===== src/rtl/fbs_pkg.sv =====
package fbs_pkg;

   typedef enum logic [2:0] {
      ST_IDLE,
      ST_STS_REQ,
      ST_STS_RX,
      ST_FIFO_REQ,
      ST_FIFO_DATA
   } fbs_state_t;

endpackage


===== src/rtl/fbs_status_capture.sv =====
module fbs_status_capture #(
   parameter int NBYTES = 4,
   parameter bit LITTLE = 1'b1
) (
   input  logic                clk,
   input  logic                rst_n,
   input  logic                clear,
   input  logic                byte_valid,
   input  logic [7:0]          byte_data,
   output logic [NBYTES*8-1:0] word,
   output logic                full
);
   localparam int IW = $clog2(NBYTES + 1);

   logic [IW-1:0] idx_q;
   logic [7:0]    bytes_q [NBYTES];
   logic          take;

   assign full = (idx_q == IW'(NBYTES));
   assign take = byte_valid && !full && !clear;

   always_ff @(posedge clk or negedge rst_n) begin
      if (!rst_n) begin
         idx_q <= '0;
         for (int i = 0; i < NBYTES; i++) bytes_q[i] <= '0;
      end else begin
         if (clear) idx_q <= '0;
         else if (take) idx_q <= idx_q + 1'b1;
         for (int i = 0; i < NBYTES; i++)
            if (take && idx_q == IW'(i)) bytes_q[i] <= byte_data;
      end
   end

   generate
      for (genvar g = 0; g < NBYTES; g++) begin : g_map
         if (LITTLE) begin : g_le
            assign word[g*8 +: 8] = bytes_q[g];
         end else begin : g_be
            assign word[(NBYTES-1-g)*8 +: 8] = bytes_q[g];
         end
      end
   endgenerate


   cap_hold_chk: assert property (@(posedge clk) disable iff (!rst_n)
      (full && !clear) |=> full);

endmodule


===== src/rtl/fbs_chunk_size.sv =====
module fbs_chunk_size #(
   parameter int LEN_W     = 16,
   parameter int BURST_W   = 16,
   parameter int MAX_CHUNK = 64,
   parameter int CNT_W     = 7
) (
   input  logic [LEN_W-1:0]   remaining,
   input  logic [BURST_W-1:0] burst,
   output logic [CNT_W-1:0]   chunk
);
   localparam int MW = (LEN_W > BURST_W) ? LEN_W : BURST_W;
   localparam int W  = (MW > CNT_W) ? MW : CNT_W;

   logic [W-1:0] rem_x, bur_x, cap_x, m1, m2;

   always_comb begin
      rem_x = W'(remaining);
      bur_x = W'(burst);
      cap_x = W'(MAX_CHUNK);
      m1    = (rem_x < bur_x) ? rem_x : bur_x;
      m2    = (m1 < cap_x) ? m1 : cap_x;
      chunk = CNT_W'(m2);
   end

endmodule


===== src/rtl/fbs_data_gate.sv =====
module fbs_data_gate #(
   parameter int CNT_W = 7
) (
   input  logic             clk,
   input  logic             rst_n,
   input  logic             load,
   input  logic [CNT_W-1:0] load_cnt,
   input  logic             is_read,
   input  logic             rsp_valid,
   input  logic [7:0]       rsp_data,
   output logic             rd_valid,
   output logic [7:0]       rd_data,
   input  logic             wr_in_valid,
   output logic             wr_in_ready,
   input  logic [7:0]       wr_in_data,
   output logic             wr_out_valid,
   input  logic             wr_out_ready,
   output logic [7:0]       wr_out_data,
   output logic             last
);
   logic [CNT_W-1:0] left_q;
   logic             active, beat, take;

   assign active       = (left_q != '0);
   assign beat         = is_read ? rsp_valid : (wr_in_valid && wr_out_ready);
   assign take         = active && beat;
   assign last         = take && (left_q == CNT_W'(1));
   assign rd_valid     = active && is_read && rsp_valid;
   assign rd_data      = rsp_data;
   assign wr_out_valid = active && !is_read && wr_in_valid;
   assign wr_in_ready  = active && !is_read && wr_out_ready;
   assign wr_out_data  = wr_in_data;

   always_ff @(posedge clk or negedge rst_n) begin
      if (!rst_n) left_q <= '0;
      else if (load) left_q <= load_cnt;
      else if (take) left_q <= left_q - 1'b1;
   end


   gate_reload_chk: assert property (@(posedge clk) disable iff (!rst_n)
      load |-> !active);

endmodule


===== src/rtl/fifo_burst_splitter.sv =====
module fifo_burst_splitter
   import fbs_pkg::*;
#(
   parameter int          LEN_W      = 16,
   parameter int          ADDR_W     = 24,
   parameter int          MAX_CHUNK  = 64,
   parameter int          BURST_LSB  = 8,
   parameter int          BURST_W    = 16,
   parameter int          STS_BYTES  = 4,
   parameter bit          STS_LE     = 1'b1,
   parameter int          ZERO_LIMIT = 1000,
   parameter logic [23:0] BASE_ADDR  = 24'hD40000,
   parameter logic [23:0] STS_OFS    = 24'h000018,
   parameter logic [23:0] FIFO_OFS   = 24'h000024,
   localparam int         CNT_W      = $clog2(MAX_CHUNK + 1)
) (
   input  logic              clk,
   input  logic              rst_n,
   input  logic              start,
   input  logic [LEN_W-1:0]  start_len,
   input  logic              start_dir,
   output logic              busy,
   output logic              done,
   output logic              err,
   output logic              req_valid,
   input  logic              req_ready,
   output logic              req_rnw,
   output logic [ADDR_W-1:0] req_addr,
   output logic [CNT_W-1:0]  req_cnt,
   input  logic              rsp_valid,
   input  logic [7:0]        rsp_data,
   output logic              rd_valid,
   output logic [7:0]        rd_data,
   input  logic              wr_in_valid,
   output logic              wr_in_ready,
   input  logic [7:0]        wr_in_data,
   output logic              wr_out_valid,
   input  logic              wr_out_ready,
   output logic [7:0]        wr_out_data
);
   localparam int               STS_W     = STS_BYTES * 8;
   localparam int               ZC_W      = $clog2(ZERO_LIMIT + 1);
   localparam logic [ADDR_W-1:0] STS_ADDR  = ADDR_W'(BASE_ADDR + STS_OFS);
   localparam logic [ADDR_W-1:0] FIFO_ADDR = ADDR_W'(BASE_ADDR + FIFO_OFS);

   generate
      if (MAX_CHUNK < 1) begin : g_bad_chunk
         $error("MAX_CHUNK must be at least 1");
      end
      if (BURST_LSB + BURST_W > STS_W) begin : g_bad_field
         $error("burst field lies outside the status word");
      end
      if (STS_BYTES > MAX_CHUNK) begin : g_bad_sts
         $error("status read does not fit in the count field");
      end
      if (LEN_W < CNT_W) begin : g_bad_len
         $error("LEN_W must cover the chunk count width");
      end
      if (ZERO_LIMIT < 1) begin : g_bad_zl
         $error("ZERO_LIMIT must be at least 1");
      end
   endgenerate

   fbs_state_t          state_q;
   logic                dir_q;
   logic [LEN_W-1:0]    rem_q;
   logic [CNT_W-1:0]    chunk_q;
   logic [ZC_W-1:0]     zcnt_q;
   logic [STS_W-1:0]    sts_word;
   logic                sts_full;
   logic [BURST_W-1:0]  burst;
   logic [CNT_W-1:0]    chunk_w;
   logic                gate_last;
   logic                gate_load;

   fbs_status_capture #(.NBYTES(STS_BYTES), .LITTLE(STS_LE)) u_cap (
      .clk        (clk),
      .rst_n      (rst_n),
      .clear      (state_q == ST_STS_REQ),
      .byte_valid (rsp_valid && state_q == ST_STS_RX),
      .byte_data  (rsp_data),
      .word       (sts_word),
      .full       (sts_full)
   );

   assign burst = sts_word[BURST_LSB +: BURST_W];

   fbs_chunk_size #(.LEN_W(LEN_W), .BURST_W(BURST_W), .MAX_CHUNK(MAX_CHUNK),
                    .CNT_W(CNT_W)) u_size (
      .remaining (rem_q),
      .burst     (burst),
      .chunk     (chunk_w)
   );

   assign gate_load = (state_q == ST_FIFO_REQ) && req_ready;

   fbs_data_gate #(.CNT_W(CNT_W)) u_gate (
      .clk          (clk),
      .rst_n        (rst_n),
      .load         (gate_load),
      .load_cnt     (chunk_q),
      .is_read      (dir_q),
      .rsp_valid    (rsp_valid),
      .rsp_data     (rsp_data),
      .rd_valid     (rd_valid),
      .rd_data      (rd_data),
      .wr_in_valid  (wr_in_valid),
      .wr_in_ready  (wr_in_ready),
      .wr_in_data   (wr_in_data),
      .wr_out_valid (wr_out_valid),
      .wr_out_ready (wr_out_ready),
      .wr_out_data  (wr_out_data),
      .last         (gate_last)
   );

   always_comb begin
      busy      = (state_q != ST_IDLE);
      req_valid = (state_q == ST_STS_REQ) || (state_q == ST_FIFO_REQ);
      req_rnw   = (state_q == ST_STS_REQ) ? 1'b1 : dir_q;
      req_addr  = (state_q == ST_STS_REQ) ? STS_ADDR : FIFO_ADDR;
      req_cnt   = (state_q == ST_STS_REQ) ? CNT_W'(STS_BYTES) : chunk_q;
   end

   always_ff @(posedge clk or negedge rst_n) begin
      if (!rst_n) begin
         state_q <= ST_IDLE;
         dir_q   <= 1'b0;
         rem_q   <= '0;
         chunk_q <= '0;
         zcnt_q  <= '0;
         done    <= 1'b0;
         err     <= 1'b0;
      end else begin
         done <= 1'b0;
         err  <= 1'b0;
         unique case (state_q)
            ST_IDLE: begin
               if (start) begin
                  if (start_len == '0) begin
                     done <= 1'b1;
                  end else begin
                     dir_q   <= start_dir;
                     rem_q   <= start_len;
                     zcnt_q  <= '0;
                     state_q <= ST_STS_REQ;
                  end
               end
            end
            ST_STS_REQ: begin
               if (req_ready) state_q <= ST_STS_RX;
            end
            ST_STS_RX: begin
               if (sts_full) begin
                  if (burst == '0) begin
                     if (zcnt_q == ZC_W'(ZERO_LIMIT - 1)) begin
                        err     <= 1'b1;
                        state_q <= ST_IDLE;
                     end else begin
                        zcnt_q  <= zcnt_q + 1'b1;
                        state_q <= ST_STS_REQ;
                     end
                  end else begin
                     zcnt_q  <= '0;
                     chunk_q <= chunk_w;
                     state_q <= ST_FIFO_REQ;
                  end
               end
            end
            ST_FIFO_REQ: begin
               if (req_ready) state_q <= ST_FIFO_DATA;
            end
            ST_FIFO_DATA: begin
               if (gate_last) begin
                  rem_q <= rem_q - LEN_W'(chunk_q);
                  if (rem_q == LEN_W'(chunk_q)) begin
                     done    <= 1'b1;
                     state_q <= ST_IDLE;
                  end else begin
                     state_q <= ST_STS_REQ;
                  end
               end
            end
            default: state_q <= ST_IDLE;
         endcase
      end
   end


   chunk_bound_chk: assert property (@(posedge clk) disable iff (!rst_n)
      (req_valid && req_addr == FIFO_ADDR) |->
         (req_cnt != '0 && req_cnt <= CNT_W'(MAX_CHUNK) && LEN_W'(req_cnt) <= rem_q));


   write_addr_chk: assert property (@(posedge clk) disable iff (!rst_n)
      (req_valid && !req_rnw) |-> (req_addr == FIFO_ADDR));


   rd_window_chk: assert property (@(posedge clk) disable iff (!rst_n)
      rd_valid |-> (state_q == ST_FIFO_DATA && dir_q));


   wr_window_chk: assert property (@(posedge clk) disable iff (!rst_n)
      wr_out_valid |-> (state_q == ST_FIFO_DATA && !dir_q));


   done_idle_chk: assert property (@(posedge clk) disable iff (!rst_n)
      done |-> (!busy && !err));


   err_no_req_chk: assert property (@(posedge clk) disable iff (!rst_n)
      err |-> (!req_valid && !busy));


   hold_dir_chk: assert property (@(posedge clk) disable iff (!rst_n)
      (busy && start) |=> (dir_q == $past(dir_q)));

endmodule


===== config.mk =====
export PLATFORM = sky130hd
export DESIGN_NAME = fifo_burst_splitter
export DESIGN_NICKNAME = d
export VERILOG_FILES = /design/src/rtl/fbs_pkg.sv /design/src/rtl/fbs_status_capture.sv /design/src/rtl/fbs_chunk_size.sv /design/src/rtl/fbs_data_gate.sv /design/src/rtl/fifo_burst_splitter.sv
export SDC_FILE = /design/constraint.sdc
export NUM_CORES = 1
export LEC_CHECK = 0
export ABC_AREA = 1
export BUFFER_PORTS_ARGS = -buffer_cell sky130_fd_sc_hd__buf_2
export CAP_MARGIN = 0
export CELL_PAD_IN_SITES_DETAIL_PLACEMENT = 0
export CELL_PAD_IN_SITES_GLOBAL_PLACEMENT = 2
export CORE_MARGIN = 4
export CORE_UTILIZATION = 31
export DETAILED_ROUTE_END_ITERATION = 12
export PLACE_DENSITY_LB_ADDON = 0.2
export SLEW_MARGIN = 20
export SYNTH_ARGS = -nofsm -noshare
export SYNTH_HDL_FRONTEND = slang
export SYNTH_SLANG_ARGS = --single-unit

===== constraint.sdc =====
create_clock -name clk -period 2.66 [get_ports clk]
set_input_delay 0.399 -clock clk [delete_from_list [all_inputs] [get_ports clk]]
set_output_delay 0.399 -clock clk [all_outputs]
set_load 0.02 [all_outputs]

== After elaboration in Yosys (flattened, before gate mapping) ==
Cells that the tools add are included.

* $add $sub $neg: 4
* Order comparisons: 2
* Equal/unequal tests: 17
* Mux-type cells: 39
* Bitwise logic cells: 2
* Reductions and logical operators: 32

{| class="wikitable"
|+ Operator list
! kind !! count
|-
| 16-bit 2-to-1 mux || 4
|-
| 10-bit 2-to-1 mux || 5
|-
| 16-bit logical NOT || 2
|-
| 16-bit one-hot mux with 2 select lines || 1
|-
| 7-bit 2-to-1 mux || 4
|-
| 3-bit 2-to-1 mux || 9
|-
| 10-bit one-hot mux with 2 select lines || 1
|-
| 16-bit by 7-bit equality test with 1-bit output || 1
|-
| 16-bit less-than comparator || 1
|-
| 16-bit by 7-bit less-than comparator with 1-bit output, second input constant || 1
|-
| 16-bit by 7-bit subtractor with 16-bit output || 1
|-
| 3-bit one-hot mux with 5 select lines || 1
|-
| 1-bit logical AND || 14
|-
| 1-bit 2-to-1 mux || 12
|-
| 10-bit by 1-bit adder with 10-bit output, second input constant || 1
|-
| 10-bit equality test, second input constant || 1
|-
| 2-bit inequality test, second input constant || 5
|-
| 3-bit by 2-bit equality test with 1-bit output, second input constant || 3
|-
| 2-bit nonzero test || 4
|-
| 7-bit by 1-bit equality test with 1-bit output, second input constant || 1
|-
| 7-bit nonzero test || 1
|-
| 7-bit by 1-bit subtractor with 7-bit output, second input constant || 1
|-
| 3-bit by 1-bit equality test with 1-bit output, second input constant || 2
|-
| 3-bit equality test, second input constant || 2
|-
| 14 further kinds || 18
|}

* Bits in registers: 65
* Input bits: 40
* Output and inout port bits: 55
* Logic and storage cells: 107

== Depth between registers and ports, before layout ==
Gate-level depths: netlist of the first run.

* Word-level depth: 6
* Depth in mapped cells: 14
* Mapped depth without buffers: 14

== By module ==
From an unflattened synthesis of the first run, not the netlist that was laid out.

* Cell total of the unflattened synthesis: 891
* Area total of the unflattened synthesis: 6082.1 um^2

{| class="wikitable"
|+ Modules (own cells, without submodules)
! module !! instances !! cells an instance !! area an instance (um^2) !! seq. area each (um^2)
|-
| fifo_burst_splitter || 1 || 501 || 3160.5 || 975.9
|-
| fbs_status_capture || 1 || 169 || 1526.5 || 875.8
|-
| fbs_data_gate || 1 || 111 || 739.5 || 175.2
|-
| fbs_chunk_size || 1 || 110 || 655.6 || 0.0
|}

== Worst setup path after synthesis of the first run ==
Ideal clock, no wire load.

* Path kind: reg2reg
* Start point: register chunk_q[0]
* End point: register rem_q[8]
* Library setup time: 0.121 ns
* Data arrival time: 1.783 ns
* Required time: 2.539 ns
* Slack: 0.756 ns
* Stages on the path, launching flop included: 11
* Buffers on the path: 0
* Clock period less this slack: 1.904 ns
* Cells stage by stage: dfrtp_1 ha_1 fa_1 nand3b_1 nand2_1 a21oi_1 or2_2 nand3_1 nand2_1 nand2_1 o21ai_1

* Word-level cells in the longest chain between the ends: 3

{| class="wikitable"
|+ RTL lines
! item !! line !! RTL
|-
| from (decl) || fifo_burst_splitter.sv:67 || <nowiki>logic [CNT_W-1:0] chunk_q;</nowiki>
|-
| from (signal assigned) || fifo_burst_splitter.sv:164 || <nowiki>chunk_q <= chunk_w;</nowiki>
|-
| 16-bit by 7-bit subtractor with 16-bit output || fifo_burst_splitter.sv:174 || <nowiki>rem_q <= rem_q - LEN_W'(chunk_q);</nowiki>
|-
| 16-bit 2-to-1 mux || fifo_burst_splitter.sv:173 || <nowiki>if (gate_last) begin</nowiki>
|-
| 16-bit one-hot mux with 2 select lines || fifo_burst_splitter.sv:136 || <nowiki>unique case (state_q)</nowiki>
|-
| to (signal assigned) || fifo_burst_splitter.sv:143 || <nowiki>rem_q <= start_len;</nowiki>
|-
| to (signal assigned) || fifo_burst_splitter.sv:174 ||
|-
| to (decl) || fifo_burst_splitter.sv:66 || <nowiki>logic [LEN_W-1:0] rem_q;</nowiki>
|}

No other way between the ends. The select of a mux whose other input is x is not followed.
A chain may end at the register's enable or synchronous reset.

== Worst setup path in the final report of the first run ==
* Start point: register u_gate.left_q[0]
* End point: register rem_q[11]

* Word-level cells in the longest chain between the ends: 5
* Elaborated cells between the ends (all ways): 6
* Classes of those cells: eq/ne: 2; reduce/logical: 4

{| class="wikitable"
|+ RTL lines
! item !! line !! RTL
|-
| from (decl) || fbs_data_gate.sv:21 || <nowiki>logic [CNT_W-1:0] left_q;</nowiki>
|-
| from (signal assigned) || fbs_data_gate.sv:36 || <nowiki>else if (load) left_q <= load_cnt;</nowiki>
|-
| from (signal assigned) || fbs_data_gate.sv:37 || <nowiki>else if (take) left_q <= left_q - 1'b1;</nowiki>
|-
| 7-bit nonzero test || fbs_data_gate.sv:24 || <nowiki>assign active = (left_q != '0);</nowiki>
|-
| 1-bit logical AND || fbs_data_gate.sv:26 || <nowiki>assign take = active && beat;</nowiki>
|-
| 1-bit logical AND (*) || fbs_data_gate.sv:27 || <nowiki>assign last = take && (left_q == CNT_W'(1));</nowiki>
|-
| 2-bit inequality test (no line) (*) || n/a ||
|-
| 4-bit AND reduction (no line) (*) || n/a ||
|}

Mark *: on every way between the ends. The rest lies on a longest branch, timed or not.

==> results by group, run 1 <==
Worst hold path
  • Hold path cells: 3
  • Hold Crit Endpoint: dir_q$_DFFE_PN0P_
  • Worst hold start: start_dir
  • Min-Delay Path Class: in -> reg

Timing
  • Hold_ws: 0.275 ns
  • Clk_skew: 0.00586 ns
  • Final Max Slew Viols: 0
  • Fin. Hold Viols: 0
  • Least-Margin Pin Slew: 0.648 ns
  • Relative slew slack: 0.567
  • Final Setup Violations: 0
  • Unrepaired setup endpoints after global routing: false
  • Period minus WS final: 2.31 ns
  • TNS Setup: 0 ns
  • Fmax: 434 MHz
  • Period utilization: 0.867

Floorplanning
  • Die width: 134 um
  • I/O pin count: 95
  • Initial Util: 0.321
  • Core Region: 15400 sq um
  • Die Height: 134 um
  • Rows: 45
  • Die ar.: 18100 sq um

Finish
  • Nets: 823
  • Antenna Cells: 0
  • Filler cell count: 1741
  • Multi-input gate area: 2640 sq um
  • Register area: 1630 sq um
  • Non-Filler Instances: 968
  • Area growth from synthesis to layout: 12.1%
  • Layout cells sized above 1: 0.161

Critical path
  • FF-to-FF setup slack: 0.35 ns
  • Most frequent cell on the critical path: nand2_2
  • CP Class: reg -> reg
  • Worst reg2reg path depth: 12
  • Buf/Inv on CP: 2
  • CP Data Arrival Time: 2.54 ns
  • Crit-path max cell delay: 0.50 ns
  • Reg-to-Reg End: rem_q[11]$_DFFE_PN0P_
  • Worst r2r src: u_gate.left_q[0]$_DFFE_PN0P_
  • Worst path top cell family by delay: simple AND/OR/NAND/NOR gates
  • Req. time, crit path: 2.89 ns
  • CP startpoint kind: flip-flop
  • Worst path slowest cell: nor2_4
  • Critical path peak fanout: 24
  • CP Cell Sequence: inv_1 -> ha_1 -> nand2_2 -> nor2_2 -> nor2_4 -> nand3_2 -> nand2_2 -> nand2_2 -> nor2_4 -> inv_2 -> nand2_1 -> nand2_1
  • Crit end category: flip-flop

Yosys
  • Mapped Area: 4950 sq um
  • Ys flop type: dfrtp_1
  • Syn_area_per_cell: 6.99 sq um
  • Synth Instances: 708
  • Seq/Total Area, Yosys: 0.329
  • Yosys reg bits: 65
  • Post-synthesis async set-or-reset flop share: 1.00
  • EDFF count, synth: 0
  • Post-synthesis cell type count: 40
  • Warnings, synthesis: 0

GRT
  • GR Overflow Total: 0
  • Initial antenna violation count: 0
  • Vias in the first global route: 4293
  • Largest net degree at the start of global routing: 36
  • First-pass GRT wire length: 22500 um
  • GRT Overall Usage: 0.159

Clock network
  • Clk slew on worst S/H paths: 0.05 ns
  • # H-tree levels: 3
  • CTS sink cnt: 65
  • CTS max path bufs: 2
  • Clock Tree Root: clkbuf_16
  • CTS Buf Count: 9
  • Clock latency on the worst-skew pair: 0.34 ns
  • CTS tree: built
  • Post-CTS Setup Repair Bufs: 0

Detailed routing
  • Routed via count: 4421
  • WL/cell: 14.2 um
  • Antenna Nets Post-Route: 0
  • DR iter-0 viols: 200
  • Total Wirelength: 13800 um
  • Drt pass-1 iters: 4
  • Post-route DRC: 0
  • Vias per cell: 4.57

Placed design
  • Number of port buffers: 58
  • Routability cong.: 0.810
  • Placed cells: 951
  • DP Wirelength: 10800 um

Power and ir drop
  • Pwr dens: 1140 nW/um^2
  • Peak supply drop: 402 uV
  • Lkg Pwr: 0.00296 uW

Outcome
  • Status: completed

Flow run
  • MaxCap Viol Count: 0
==> cell type report <==
type	count	share of cell area
Clock buffer	14	0.0476
Clock inverter	2	0.00226
Inverter	106	0.0717
Multi-Input combinational cell	507	0.476
Sequential cell	65	0.293
Tap cell	211	0.0476
Timing Repair Buffer	63	0.0618
==> flip-flops by register name, summed over array words and instances, names as in the netlist, 3 cells and up <==
register       flops
zcnt_q            10
state_q            3
u_cap.word        16
rem_q             16
u_gate.left_q      7
chunk_q            7
u_cap.idx_q        3
==> worst reg2reg max path: stages (launching register included) <==
cell	delay [ns]
dfrtp_1	0.38
inv_1	0.10
ha_1	0.21
nand2_2	0.08
nor2_2	0.05
nor2_4	0.20
nand3_2	0.11
nand2_2	0.09
nand2_2	0.07
nor2_4	0.50
inv_2	0.24
nand2_1	0.12
nand2_1	0.05
==> metal layers <==
layer	track usage	part of all wire	up-vias
li1	-	-	2286
met2	0.268	0.48	89
met1	0.209	0.47	2036
met3	0.0390	0.039	10
met4	0.0305	0.0076	0
met5	0	0	-
==> synthesized netlist by cell type, drive strengths merged, types with 2 or more instances <==
| master | count | area share |
|---|---|---|
| or2 | 4 | 0.0051 |
| nand3 | 53 | 0.060 |
| ha | 30 | 0.076 |
| nand4 | 8 | 0.010 |
| conb | 2 | 0.0015 |
| dfrtp | 65 | 0.33 |
| nand3b | 3 | 0.0045 |
| xor2 | 4 | 0.0071 |
| nor4 | 2 | 0.0025 |
| o21ai | 61 | 0.065 |
| a31oi | 2 | 0.0025 |
| inv | 106 | 0.080 |
| o221ai | 2 | 0.0035 |
| a21oi | 26 | 0.029 |
| nand2 | 211 | 0.16 |
| clkbuf | 2 | 0.0015 |
| nor3 | 18 | 0.020 |
| buf | 46 | 0.070 |
| o211ai | 2 | 0.0030 |
| nor2 | 54 | 0.052 |
==> worst max path at each step <==
| stage | startpoint | endpoint | slack, ns | cells after the start |
|---|---|---|---|---|
| after floorplan | chunk_q[0]$_DFFE_PN0P_ | rem_q[8]$_DFFE_PN0P_ | 0.76 | 10 |
| after detailed placement | u_gate.left_q[0]$_DFFE_PN0P_ | rem_q[3]$_DFFE_PN0P_ | 0.31 | 12 |
| after global routing | u_gate.left_q[0]$_DFFE_PN0P_ | rem_q[15]$_DFFE_PN0P_ | 0.10 | 12 |
| after CTS | u_gate.left_q[0]$_DFFE_PN0P_ | rem_q[3]$_DFFE_PN0P_ | 0.31 | 12 |
| final | u_gate.left_q[0]$_DFFE_PN0P_ | rem_q[11]$_DFFE_PN0P_ | 0.35 | 12 |
| after global placement | chunk_q[0]$_DFFE_PN0P_ | rem_q[8]$_DFFE_PN0P_ | 0.39 | 10 |
==> per-stage QoR <==
stage	setup slack, ns	total power [uW]	cell area [sq um]	utilization
floorplan	0.756	4370	5020	-
global placement	0.390	5200	5260	0.341
detailed placement	0.310	5240	5260	0.341
CTS	0.312	6420	5550	0.360
global route	0.101	7020	5550	0.360
finish	0.355	6320	5550	0.360
==> power breakdown <==
group	total, uW	switching (uW)	internal (uW)
combinational	3480	2350	1130
sequential	1700	376	1330
clock	1130	451	681
total	6320	3180	3140
==> placed cells by master, fill, tap and decap left out, types with 4 or more instances in the layout <==
master     count
dfrtp_1       65
nand4_1        8
o21ai_0       33
ha_1          30
nand3_1       47
o21ai_2        4
xor2_1         4
nor2_4         6
nor2_1        44
nand2_2        6
inv_2         12
buf_2         58
conb_1        20
inv_1         94
a21oi_1       24
nor3_1        16
nor2_2         4
nand3_2        6
nand2_1      204
o21ai_1       24
clkbuf_16      9
or2_2          4
==> cells by family (layout without fill, tap and decap cells) <==
family                   Yosys count  count (layout)  synth area share
XOR/XNOR                           5               5           0.00884
buffers and inverters            154             185             0.152
AO/OA/AOI/OAI                     97              97             0.109
AND/OR/NAND/NOR                  354             354             0.320
adder cells (fa/ha/maj)           31              31            0.0799
flip-flops                        65              65             0.329
other                              2              20           0.00152
==> what timing repair did <==
item                                   4_1_cts  5_1_grt
endpoints found under the hold margin       13        0
resized for setup                            0        0
hold buffers                                 1        0
No activity file was read; power rests on OpenSTA's default activity.
==> inputs of run 2 (changes only) <==
CELL_PAD_IN_SITES_DETAIL_PLACEMENT = unset   (was 0)
CELL_PAD_IN_SITES_GLOBAL_PLACEMENT = unset   (was 2)
CORE_UTILIZATION = 57   (was 31)
==> results by group, run 2 (synthesized netlist as in run 1, its figures left out) <==
Timing
  • Fmax: 459 MHz
  • Clk_skew: 0.0140 ns
  • Final Max Slew Viols: 0
  • Unrepaired setup endpoints after global routing: false
  • Relative slew slack: 0.612
  • Final Setup Violations: 0
  • Period minus WS final: 2.18 ns
  • Fin. Hold Viols: 0
  • TNS Setup: 0 ns
  • Period utilization: 0.818
  • Least-Margin Pin Slew: 0.582 ns

GRT
  • Initial antenna violation count: 0
  • Largest net degree at the start of global routing: 25
  • First-pass GRT wire length: 20200 um
  • GR Overflow Total: 0
  • Vias in the first global route: 4440
  • GRT Overall Usage: 0.246

Clock network
  • Clk slew on worst S/H paths: 0.08 ns
  • Clock latency on the worst-skew pair: 0.35 ns
  • CTS sink cnt: 65
  • CTS Buf Count: 9
  • Post-CTS Setup Repair Bufs: 0
  • Cts repair resizes: 0
  • Clock Tree Root: clkbuf_8
  • CTS max path bufs: 2
  • Post-CTS Hold Buffers: 0
  • CTS tree: built
  • # H-tree levels: 3

Critical path
  • Crit-path max cell delay: 0.47 ns
  • CP Cell Sequence: ha_1 -> fa_1 -> nand3b_1 -> nand2_1 -> nand2_1 -> nand2_1 -> nand2_1 -> nand3_1 -> nand2_1 -> o21ai_0 -> nand2_1 -> nand2_1
  • Most frequent cell on the critical path: nand2_1
  • CP Class: reg -> reg
  • CP startpoint kind: flip-flop
  • Crit end category: flip-flop
  • Critical path peak fanout: 4
  • Req. time, crit path: 2.95 ns
  • CP Data Arrival Time: 2.46 ns
  • Worst path slowest cell: dfrtp_1

Floorplanning
  • Initial Util: 0.594
  • Die ar.: 10200 sq um
  • Rows: 33
  • Die Height: 101 um
  • I/O pin count: 95
  • Core Region: 8340 sq um
  • Die width: 101 um

Power and ir drop
  • Combinational Power Share: 0.574
  • Sequential share of power: 0.280
  • Internal power: 2950 uW
  • Peak supply drop: 713 uV
  • Pwr dens: 1130 nW/um^2
  • Sw power: 3060 uW
  • Clk pwr share: 0.146
  • Switching share of power: 0.509
  • Pwr Total: 6010 uW
  • Lkg Pwr: 0.00293 uW

Finish
  • Area growth from synthesis to layout: 7.66%
  • Multi-input gate area: 2640 sq um
  • Nets: 823
  • Register area: 1630 sq um
  • Layout cells sized above 1: 0.165
  • Filler cell count: 766
  • Final Util: 0.639
  • Most frequent cells in the layout: 204 x nand2_1, 94 x inv_1, 65 x dfrtp_1
  • Final instance area: 5330 sq um
  • Antenna Cells: 0
  • Commonest non-fill, non-tap cell in the layout: nand2_1

Detailed routing
  • DR iter-0 viols: 224
  • Post-route DRC: 0
  • Vias per cell: 5.26
  • Routed via count: 4535
  • Total Wirelength: 11700 um
  • WL/cell: 13.6 um
  • Antenna Nets Post-Route: 0
  • Drt pass-1 iters: 5

Placed design
  • DP Wirelength: 9190 um
  • Cell Area, Placed: 5120 sq um
  • Number of port buffers: 58
  • Routability cong.: 0.894

Worst hold path
  • Min-Delay Path Class: in -> async

Outcome
  • Status: completed

Flow run
  • MaxCap Viol Count: 0
-- run 2: cell types whose count changed in the layout (fill, tap and decap cells not counted) --
cell / previous run / this run
clkbuf_8: 2 / 11
dlygate4sd3_1: 1 / 0
buf_4: 3 / 5
buf_12: 1 / 0
clkinv_4: 0 / 1
bufinv_16: 0 / 1
clkbuf_1: 3 / 1
clkbuf_16: 9 / 0
-- run 2: power groups by stage --
stage / Sequential (uW) / Combinational (uW) / Clock [uW]
global route: 1730 / 3980 / 950
detailed placement: 1690 / 3410 / 0
CTS: 1680 / 3440 / 887
finish: 1680 / 3450 / 880
global placement: 1690 / 3300 / 0
floorplan: 1580 / 2790 / 0
-- run 2: layout make-up --
class	instances	area share
multi-input combinational	507	0.495
sequential	65	0.305
inverter	106	0.0746
timing repair buffer	63	0.0615
clock buffer	12	0.0291
tap	105	0.0246
clock inverter	4	0.00962
-- run 2: path summary, 6_finish.rpt --
path	start	to	slack, ns	depth (start not counted)
setup / recovery	chunk_q[0]$_DFFE_PN0P_	rem_q[14]$_DFFE_PN0P_	0.48	12
hold / removal	rst_n	rem_q[9]$_DFFE_PN0P_	0.04	1
setup reg to reg	chunk_q[0]$_DFFE_PN0P_	rem_q[14]$_DFFE_PN0P_	0.48	12
hold reg to reg	u_cap.word[21]$_DFFE_PN0P_	u_cap.word[21]$_DFFE_PN0P_	0.50	2
max in group asynchronous	rst_n	u_cap.word[17]$_DFFE_PN0P_	1.89	2
min in group clk	start_dir	dir_q$_DFFE_PN0P_	0.25	3
-- run 2: critical path: cells and delay by family (launching register included) --
kind	cells	cell delay, ns
AND/OR/NAND/NOR	9	0.87
adder cells (fa/ha/maj)	2	0.63
flip-flops	1	0.47
AO/OA/AOI/OAI	1	0.14
-- run 2: layer usage --
layer  GRT usage  routed length [um]  vias to the layer above
li1            -                   -                     2288
met1       0.310                5090                     2087
met2       0.421                5720                      138
met3      0.0565                 715                       22
met4      0.0736                 214                        0
met5           0                   0                        -
-- run 2: metrics by stage --
stage               std cells  hold slack (ns)  setup WS (ns)
global placement          846            0.446          0.520
finish                    862           0.0415          0.483
global route              862           0.0848          0.292
CTS                       862           0.0624          0.461
detailed placement        846            0.440          0.508
floorplan                 726            0.103          0.756
